==> config.mk <==
export PLATFORM = sky130hd
export DESIGN_NAME = tmr_read_voter
export DESIGN_NICKNAME = d
export VERILOG_FILES = /design/src/rtl/tmr_read_voter.sv
export SDC_FILE = /design/constraint.sdc
export NUM_CORES = 1
export LEC_CHECK = 0
export ABC_AREA = 1
export CORE_ASPECT_RATIO = 1.75
export CORE_MARGIN = 3
export CORE_UTILIZATION = 45
export DETAILED_ROUTE_END_ITERATION = 10
export GPL_TIMING_DRIVEN = 0
export PLACE_DENSITY = 0.84
export SYNTH_ARGS = -nofsm -noshare
export SYNTH_HDL_FRONTEND = slang
export SYNTH_SLANG_ARGS = --single-unit
==> constraint.sdc <==
create_clock -name clk -period 3.1 [get_ports clk]
set_input_delay 0.62 -clock clk [delete_from_list [all_inputs] [get_ports clk]]
set_output_delay 0.62 -clock clk [all_outputs]
set_load 0.1 [all_outputs]
==> src/rtl/tmr_read_voter.sv <==
module tmr_read_voter #(
  parameter int DW = 8
) (
  input  logic          clk,
  input  logic          rst_n,
  input  logic          rd_en,
  input  logic [DW-1:0] rd0,
  input  logic [DW-1:0] rd1,
  input  logic [DW-1:0] rd2,
  output logic [DW-1:0] rdata,
  output logic          rvalid,
  input  logic          wr_en,
  input  logic [DW-1:0] wdata,
  output logic [2:0]    mem_we,
  output logic [DW-1:0] mem_wdata,
  input  logic          mode_wr,
  input  logic [1:0]    mode_val,
  input  logic          flag_clr,
  output logic [1:0]    mode,
  output logic [2:0]    mismatch
);
  localparam int NCOPY = 3;

  logic [DW-1:0] copy [NCOPY];
  logic [DW-1:0] voted, picked;
  logic [2:0]    differs;
  logic          held_v;
  logic [1:0]    held_m;

  assign copy[0] = rd0;
  assign copy[1] = rd1;
  assign copy[2] = rd2;

  assign voted = (rd0 & rd1) | (rd0 & rd2) | (rd1 & rd2);

  for (genvar i = 0; i < NCOPY; i++) begin : g_cmp
    assign differs[i] = |(copy[i] ^ voted);
  end

  always_comb begin
    case (mode)
      2'b01:   picked = rd0;
      2'b10:   picked = rd1;
      2'b11:   picked = rd2;
      default: picked = voted;
    endcase
  end

  assign mem_we    = {NCOPY{wr_en}};
  assign mem_wdata = wdata;

  always_ff @(posedge clk or negedge rst_n) begin
    if (!rst_n) begin
      mode   <= 2'b00;
      held_v <= 1'b0;
      held_m <= 2'b00;
    end else if (rd_en) begin
      if (mode_wr) begin
        held_v <= 1'b1;
        held_m <= mode_val;
      end
    end else begin
      held_v <= 1'b0;
      if (mode_wr)     mode <= mode_val;
      else if (held_v) mode <= held_m;
    end
  end

  always_ff @(posedge clk or negedge rst_n) begin
    if (!rst_n) begin
      rdata    <= '0;
      rvalid   <= 1'b0;
      mismatch <= 3'b000;
    end else begin
      rvalid   <= rd_en;
      if (rd_en) rdata <= picked;
      mismatch <= (flag_clr ? 3'b000 : mismatch) | (rd_en ? differs : 3'b000);
    end
  end

  assert_mode_hold_R6: assert property (@(posedge clk) disable iff (!rst_n)
    rd_en |=> $stable(mode));
  assert_flags_sticky_R7: assert property (@(posedge clk) disable iff (!rst_n)
    !flag_clr |=> ((mismatch & $past(mismatch)) == $past(mismatch)));
  assert_clear_idle_R8: assert property (@(posedge clk) disable iff (!rst_n)
    (flag_clr && !rd_en) |=> (mismatch == 3'b000));
  assert_vote_pair_R3: assert property (@(posedge clk) disable iff (!rst_n)
    (rd_en && mode == 2'b00 && rd0 == rd1) |=> (rdata == $past(rd0)));
  assert_forward_R4: assert property (@(posedge clk) disable iff (!rst_n)
    (rd_en && mode == 2'b10) |=> (rdata == $past(rd1)));
  assert_idle_hold_R10: assert property (@(posedge clk) disable iff (!rst_n)
    !rd_en |=> (!rvalid && $stable(rdata)));
  assert_write_fanout_R9: assert property (@(posedge clk) disable iff (!rst_n)
    wr_en |-> (mem_we == 3'b111 && mem_wdata == wdata));
endmodule

==> flow_metrics.py, run 1 <==
metrics = {
    "timing": {
        "finalClockSkew_ns": 0.00459,
        "setup_viol": 0,
        "layout_min_cycle_time_ns": 2.46,
        "drv_slew": 0,
        "rsz0062_at_grt": "no",
        "slew_headroom_pct": 34.9,
        "worstMarginPinSlew_ns": 0.973,
        "finalCritPeriodShare_pct": 79.5,
        "max_freq_mhz": 406,
        "setup_ws_ns": 0.635,
        "tns_ns": 0,
        "finalHoldViolations": 0,
    },
    "critical_path": {
        "crit_required_ns": 2.48,
        "crit_fanout": 4,
        "slowest_delay_ns": 1.16,
        "endpoint_kind": "primary output",
        "arrival_ns": 1.84,
        "crit_slowest_cell": "clkdlybuf4s50_1",
        "ff2ff_setup_slack_ns": 1.71,
        "worst-path-buf-inv": 1,
        "crit_type": "register to primary output",
        "path_cells": "clkdlybuf4s50_1",
        "critPathTopFamily": "buffers and inverters",
        "start_kind": "register",
    },
    "final_layout": {
        "multiInputGateArea_um2": 822,
        "diodes": 0,
        "fin_nets": 341,
        "area_delta_synth_final_pct": 44.3,
        "design_area_um2": 2110,
        "post-route-util_pct": 69.8,
        "layout.cells.non_filler": 342,
        "seqCellArea_um2": 425,
        "drive_gt1_share_pct": 8.33,
        "nFillCells": 279,
    },
    "global_routing": {
        "grtUsageTotal_pct": 20.9,
        "grt_pass1_wl_um": 6460,
        "antenna_found_initial": 0,
        "first_global_vias": 1477,
        "grt-ovfl-total": 0,
        "grt_max_degree": 18,
    },
    "logic_synthesis": {
        "synth_area_um2": 1460,
        "yosysSeqAreaShare_pct": 29.1,
        "ys_types": 22,
        "ys_ff_latch": 17,
        "syn_avg_cell_area_um2": 6.07,
        "syn_inst": 241,
        "syn_nets": 281,
        "ys_warn_count": 0,
    },
    "cts": {
        "cts_buffer_depth": 2,
        "cts_setup_buffers": 0,
        "clk_latency_ns": 0.25,
        "cts_tree": "done",
        "cts.root.buffer_cell": "clkbuf_8",
        "post_cts_resized": 0,
        "numCtsBuffers": 3,
        "cts_num_sinks": 17,
        "clk_pin_slew_ns": 0.06,
        "postCtsHoldBufs": 0,
        "cts-htree-levels": 1,
    },
    "die": {
        "dieWidth_um": 49.1,
        "dieArea_um2": 4000,
        "die_h_um": 81.5,
        "start_util_pct": 48.4,
        "rows": 26,
        "core_um2": 3030,
        "ios": 65,
    },
    "drt": {
        "drt-total-wl_um": 3980,
        "wl_per_cell_um": 11.6,
        "first_pass_iters": 5,
        "via_per_inst": 4.89,
        "drt_iter0_markers": 36,
        "drt.antenna.violating_nets": 0,
        "num_vias": 1673,
        "drc": 0,
    },
    "placement": {
        "dp_hpwl_um": 3250,
        "post-place-cells": 338,
        "gp_congestion": 0.830,
        "dp_slack_ns": 0.659,
        "portBuffers": 55,
        "dpl-instance-area_um2": 2070,
    },
    "hold_path": {
        "holdCritPathClass": "register to register",
    },
    "pwr": {
        "p_per_area_nw_per_um2": 500,
        "switching_share_pct": 50.8,
        "total_leakage_power_nw": 1.06,
        "power_frac_clock_pct": 15.7,
        "p_comb_share_pct": 58.0,
        "peakVddDrop_mv": 0.249,
        "pwr-share-seq_pct": 26.3,
        "switching_power_w": 0.000537,
        "p_int_w": 0.000520,
    },
    "flow_run": {
        "cap_violations": 0,
    },
    "outcome": {
        "status": "complete, no violations",
    },
}
through the flow:
step / power, W / hold slack (ns)
final: 0.00106 / 0.486
after floorplan: 0.000719 / 0.324
after detailed placement: 0.000895 / 0.474
after global placement: 0.000888 / 0.465
after CTS: 0.00106 / 0.491
after global routing: 0.00111 / 0.521
final timing paths:
| kind | from | to | depth (start not counted) |
|---|---|---|---|
| hold / removal | mismatch[2] | mismatch[2] | 2 |
| hold reg to reg | mismatch[2] | mismatch[2] | 2 |
| setup reg to reg | mode[1] | rdata[2] | 6 |
| setup / recovery | mode[0] | mode[0] | 1 |
| max in group asynchronous | rst_n | mode[0] | 1 |
| min in group asynchronous | rst_n | rdata[7] | 1 |
final cells by class:
type                       count  area share [%]
tap                           42            2.49
buffer                        14            4.92
inverter                      30            5.33
timing repair buffer          55            26.1
multi-input combinational    180            38.9
sequential                    17            20.1
clock buffer                   4            2.13
logic make-up (layout without fill, tap and decap cells):
| logic type | count (synthesis) | in the layout | synth area share (%) |
|---|---|---|---|
| AOI/OAI and AO/OA | 48 | 48 | 18.7 |
| buffers and inverters | 44 | 103 | 14.8 |
| DFF | 17 | 17 | 29.1 |
| muxes | 1 | 1 | 0.769 |
| and+or+nand+nor | 131 | 131 | 36.7 |
registers in the layout, summed over array words and instances, names as in the netlist:
signal,flops
held_m,2
held_v,1
rvalid,1
rdata,8
mismatch,3
mode,2
cells in the final DEF, fill, tap and decap left out, types with 2 or more instances in the layout:
| master | n |
|---|---|
| nand4_1 | 2 |
| clkbuf_8 | 3 |
| a21o_1 | 6 |
| inv_2 | 4 |
| a31oi_1 | 7 |
| o211ai_1 | 2 |
| o22ai_1 | 4 |
| dfrtp_1 | 17 |
| inv_1 | 24 |
| nor2_1 | 22 |
| buf_2 | 2 |
| clkinv_1 | 2 |
| nand3_1 | 22 |
| buf_4 | 11 |
| nand2_1 | 82 |
| o21ai_1 | 2 |
| clkdlybuf4s50_1 | 55 |
| o21ai_0 | 19 |
| a21oi_1 | 8 |
power by group through the flow:
stage / logic [W] / clock network (W) / registers (W)
2_1_floorplan: 0.000213 / 0 / 0.000505
3_3_place_gp: 0.000607 / 0 / 0.000281
3_5_place_dp: 0.000613 / 0 / 0.000282
6_report: 0.000612 / 0.000166 / 0.000278
5_1_grt: 0.000648 / 0.000178 / 0.000283
4_1_cts: 0.000614 / 0.000166 / 0.000278
cells in the mapped netlist:
| cell type | n | share of area, % |
|---|---|---|
| nand2_1 | 82 | 21 |
| inv_1 | 24 | 6.2 |
| nand3_1 | 22 | 7.5 |
| nor2_1 | 22 | 5.6 |
| o21ai_0 | 19 | 6.5 |
| dfrtp_1 | 17 | 29 |
| buf_4 | 11 | 5.6 |
| a21oi_1 | 8 | 2.7 |
| a31oi_1 | 7 | 3.0 |
| a21o_1 | 6 | 3.1 |
| inv_2 | 4 | 1.0 |
| o22ai_1 | 4 | 1.7 |
| buf_2 | 2 | 0.68 |
| clkinv_1 | 2 | 0.51 |
| nand4_1 | 2 | 0.85 |
| o211ai_1 | 2 | 1.0 |
| o21ai_1 | 2 | 0.68 |
| buf_6 | 1 | 0.77 |
| mux2_2 | 1 | 0.77 |
| nand2_2 | 1 | 0.43 |
| nor2_2 | 1 | 0.43 |
| nor2_4 | 1 | 0.77 |
metal layers:
metal / vias up / track usage, % / routed length (um)
met5: - / 0 / 0
met1: 727 / 21.2 / 1520
met2: 53 / 42.3 / 2210
met3: 3 / 3.27 / 219
li1: 890 / - / -
met4: 0 / 6.84 / 29
Note: power is estimated with default switching activity, not from simulation.
==> inputs of run 2 (changes only) <==
Settings changed: CORE_UTILIZATION 45 to 42, PLACE_DENSITY 0.84 to 0.79.
Clock period 3.1 ns to 2.38 ns, I/O delays scaled along.
==> run 2 against run 1 <==
  * Sequential power is 30% higher
  * Die area increased by 6.4%
  * Power grew 31%
==> flow_metrics.py, run 2 (synthesized netlist as in run 1, its figures left out) <==
metrics = {
    "outcome": {
        "status": "complete, no violations",
    },
    "die": {
        "rows": 27,
        "dieArea_um2": 4260,
        "start_util_pct": 45.1,
        "core_um2": 3240,
        "die_h_um": 84.1,
        "ios": 65,
        "dieWidth_um": 50.6,
    },
    "cts": {
        "postCtsHoldBufs": 0,
        "clk_pin_slew_ns": 0.07,
        "cts_num_sinks": 17,
        "cts-htree-levels": 1,
        "numCtsBuffers": 3,
        "clk_latency_ns": 0.26,
        "cts_buffer_depth": 2,
        "cts_tree": "done",
        "cts.root.buffer_cell": "clkbuf_8",
    },
    "timing": {
        "finalHoldViolations": 0,
        "setup_ws_ns": 0.136,
        "drv_slew": 0,
        "slew_headroom_pct": 34.7,
        "worstMarginPinSlew_ns": 0.977,
        "setup_viol": 0,
        "rsz0062_at_grt": "no",
        "layout_min_cycle_time_ns": 2.24,
        "tns_ns": 0,
        "finalClockSkew_ns": 0.00640,
        "max_freq_mhz": 446,
        "finalCritPeriodShare_pct": 94.3,
    },
    "critical_path": {
        "crit_required_ns": 1.90,
        "crit_slowest_cell": "clkdlybuf4s50_1",
        "slowest_delay_ns": 1.14,
        "crit_fanout": 2,
        "start_kind": "register",
        "worst-path-buf-inv": 1,
        "endpoint_kind": "primary output",
        "critPathTopFamily": "buffers and inverters",
        "arrival_ns": 1.77,
        "crit_type": "register to primary output",
        "path_cells": "clkdlybuf4s50_1",
    },
    "final_layout": {
        "largest-register": "rdata",
        "area_delta_synth_final_pct": 44.5,
        "fin_nets": 341,
        "reg.largest.list": "rdata x8, mismatch x3",
        "final_cell_mix": "nand2_1, clkdlybuf4s50_1, inv_1, nand3_1, nor2_1",
        "layout.cells.non_filler": 343,
        "final_common_cell": "nand2_1",
        "largest_reg_flops": 8,
        "drive_gt1_share_pct": 8.33,
        "diodes": 0,
    },
    "drt": {
        "num_vias": 1717,
        "drt.antenna.violating_nets": 0,
        "via_per_inst": 5.01,
        "wl_per_cell_um": 11.9,
        "drc": 0,
        "drt-total-wl_um": 4070,
        "first_pass_iters": 5,
        "drt_iter0_markers": 35,
    },
    "placement": {
        "dp_slack_ns": 0.212,
        "post-place-cells": 339,
        "portBuffers": 55,
        "gp_congestion": 0.806,
        "dp_hpwl_um": 3260,
    },
    "hold_path": {
        "holdCritPathClass": "register to register",
    },
    "pwr": {
        "p_per_area_nw_per_um2": 654,
        "peakVddDrop_mv": 0.509,
        "total_leakage_power_nw": 1.07,
    },
    "global_routing": {
        "grt_pass1_wl_um": 6730,
        "grt-ovfl-total": 0,
        "first_global_vias": 1596,
        "antenna_found_initial": 0,
        "grtUsageTotal_pct": 20.4,
        "grt_max_degree": 18,
    },
    "flow_run": {
        "cap_violations": 0,
    },
}
## run 2: cell count changes in the layout (fill, tap and decap cells not counted), sizes merged
cell and change:
dlymetal6s2s +1, clkdlybuf4s50 -1
## run 2: area by class of cell
class / instances / area [um^2]
timing repair buffer: 55 / 553
sequential: 17 / 425
clock buffer: 4 / 45.0
buffer: 14 / 104
multi-input combinational: 180 / 822
fill: 326 / 1130
tap: 43 / 53.8
inverter: 30 / 113
## run 2: what timing repair did
item | 4_1_cts | 5_1_grt
endpoints found under the setup margin | 0 | 1
endpoints found under the hold margin | 0 | 0
gates resized for setup | 0 | 1
buffers inserted | 0 | 0
## run 2: final timing paths
check	slack [ns]	cells past startpoint	from	to
max	0.14	1	rdata[7]	rdata[7]
min	0.48	2	mismatch[2]	mismatch[2]
min in group asynchronous	0.67	1	rst_n	mode[0]
min reg2reg	0.48	2	mismatch[2]	mismatch[2]
max in group asynchronous	1.21	1	rst_n	mismatch[1]
max reg2reg	1.00	6	mode[1]	rdata[2]
## run 2: metal layers
metal  vias up  share of wire [%]  global-route usage [%]
li1        894                  -                       -
met1       759                 38                    20.9
met2        59                 55                    38.8
met3         5                5.2                    2.33
met4         0                1.8                    10.3
met5         -                  0                       0
## run 2: through the flow
step	instance area [um^2]	hold WS (ns)	total power, W	util [%]
after CTS	2110	0.483	0.00139	65.2
after detailed placement	2070	0.466	0.00117	63.8
after floorplan	1460	0.180	0.000936	-
after global routing	2120	0.507	0.00145	65.2
final	2120	0.479	0.00138	65.2
after global placement	2070	0.463	0.00116	63.8
## run 2: where the power goes
group / internal, W / switching, W
clock network: 0.000119 / 0.000104
registers: 0.000334 / 0.0000273
logic: 0.000223 / 0.000575
==> inputs of run 3 (changes only) <==
Settings changed: MAX_ROUTING_LAYER set to met4.
==> run 3 against run 2 <==
  * Flip-flop and latch count is the same
  * Critical path depth is the same
  * Critical path type unchanged
  * Via count is essentially flat
  * Non-clock buffer count is the same
  * Sequential power is essentially flat
  * Setup slack is essentially flat
  * Final cell count is the same
  * Highest routed layer unchanged
  * Combinational power is essentially flat
  * Clock power is essentially flat
  * Worst hold slack is essentially flat
==> flow_metrics.py, run 3 (synthesized netlist as in run 1, its figures left out) <==
metrics = {
    "critical_path": {
        "worst-path-buf-inv": 1,
        "slowest_delay_ns": 1.14,
        "ff2ff_setup_slack_ns": 1.00,
        "crit_required_ns": 1.90,
        "critPathTopFamily": "buffers and inverters",
        "crit_slowest_cell": "clkdlybuf4s50_1",
        "arrival_ns": 1.77,
        "endpoint_kind": "primary output",
        "start_kind": "register",
        "path_cells": "clkdlybuf4s50_1",
        "crit_type": "register to primary output",
        "crit_fanout": 2,
    },
    "global_routing": {
        "grt-ovfl-total": 0,
        "antenna_found_initial": 0,
        "grt_pass1_wl_um": 6720,
        "first_global_vias": 1597,
        "grt_max_degree": 18,
        "grtUsageTotal_pct": 21.0,
    },
    "final_layout": {
        "fin_nets": 341,
        "largest_reg_flops": 8,
        "drive_gt1_share_pct": 8.33,
        "largest-register": "rdata",
        "reg.largest.list": "rdata x8, mismatch x3",
        "final_cell_mix": "nand2_1, clkdlybuf4s50_1, inv_1, nand3_1, nor2_1",
        "final_common_cell": "nand2_1",
        "nFillCells": 326,
        "diodes": 0,
        "area_delta_synth_final_pct": 44.5,
    },
    "pwr": {
        "power_frac_clock_pct": 16.1,
        "p_int_w": 0.000677,
        "total_leakage_power_nw": 1.07,
        "switching_power_w": 0.000706,
        "pwr-share-seq_pct": 26.2,
        "p_total_w": 0.00138,
        "switching_share_pct": 51.1,
        "peakVddDrop_mv": 0.509,
        "p_comb_share_pct": 57.7,
        "p_per_area_nw_per_um2": 654,
    },
    "placement": {
        "dp_hpwl_um": 3260,
        "gp_congestion": 0.818,
        "portBuffers": 55,
    },
    "timing": {
        "max_freq_mhz": 446,
        "worstMarginPinSlew_ns": 0.977,
        "finalCritPeriodShare_pct": 94.3,
        "setup_viol": 0,
        "holdWs_ns": 0.479,
        "rsz0062_at_grt": "no",
        "slew_headroom_pct": 34.7,
        "finalClockSkew_ns": 0.00642,
        "drv_slew": 0,
        "tns_ns": 0,
        "layout_min_cycle_time_ns": 2.24,
        "finalHoldViolations": 0,
    },
    "cts": {
        "clk_pin_slew_ns": 0.07,
        "numCtsBuffers": 3,
        "cts.root.buffer_cell": "clkbuf_8",
        "cts-htree-levels": 1,
        "cts_tree": "done",
        "cts_buffer_depth": 2,
        "cts_setup_buffers": 0,
        "cts_num_sinks": 17,
        "clk_latency_ns": 0.26,
    },
    "drt": {
        "drt_iter0_markers": 40,
        "drc": 0,
        "wl_per_cell_um": 11.9,
        "via_per_inst": 5.01,
        "num_vias": 1718,
        "first_pass_iters": 4,
        "drt.antenna.violating_nets": 0,
        "drt-total-wl_um": 4070,
    },
    "die": {
        "core_um2": 3240,
        "dieArea_um2": 4260,
        "ios": 65,
        "dieWidth_um": 50.6,
        "start_util_pct": 45.1,
        "rows": 27,
        "die_h_um": 84.1,
    },
    "outcome": {
        "status": "complete, no violations",
    },
    "hold_path": {
        "holdCritPathClass": "register to register",
    },
    "flow_run": {
        "cap_violations": 0,
    },
}
==> run 3: cell counts in the layout (fill, tap and decap cells not counted) <==
Identical to the previous run, type by type.
==> run 3: per-layer routing <==
metal / GRT usage, % / up-vias / share of wire [%] / routed length [um]
met1: 20.9 / 759 / 38 / 1540
li1: - / 895 / - / -
met2: 38.8 / 59 / 55 / 2250
met5: - / - / 0 / 0
met3: 2.33 / 5 / 5.1 / 206
met4: 10.3 / 0 / 1.8 / 72
==> run 3: power groups by stage <==
stage	logic [W]	clock network [W]	registers [W]
2_1_floorplan	0.000278	0	0.000658
3_3_place_gp	0.000791	0	0.000366
3_5_place_dp	0.000798	0	0.000367
4_1_cts	0.000801	0.000224	0.000362
5_1_grt	0.000848	0.000235	0.000369
6_report	0.000798	0.000223	0.000362
==> run 3: final timing paths <==
kind | startpoint | to | depth (start not counted)
setup / recovery | rdata[7] | rdata[7] | 1
hold / removal | mismatch[2] | mismatch[2] | 2
setup reg to reg | mode[1] | rdata[2] | 6
hold reg to reg | mismatch[2] | mismatch[2] | 2
max in group asynchronous | rst_n | mismatch[1] | 1
min in group asynchronous | rst_n | mode[0] | 1
==> run 3: final cells by class <==
type                    instances  area [um^2]  area share (%)
multi-input cells             180          822            38.9
repair buffers                 55          553            26.1
clock buffers                   4         45.0            2.13
flip-flops and latches         17          425            20.1
well taps                      43         53.8            2.54
plain buffers                  14          104            4.91
inverters                      30          113            5.32
==> run 3: repair_timing <==
action	4_1_cts	5_1_grt
hold buffers	0	0
gates resized for setup	0	1
endpoints found under the setup margin	0	1
==> run 3: per-stage QoR <==
stage               utilization [%]  setup slack, ns  cells  instance area, um^2
floorplan                         -            0.673    241                 1460
global placement               63.8            0.231    339                 2070
detailed placement             63.8            0.212    339                 2070
CTS                            65.2           0.0309    343                 2110
global route                   65.2           0.0863    343                 2120
finish                         65.2            0.136    343                 2120
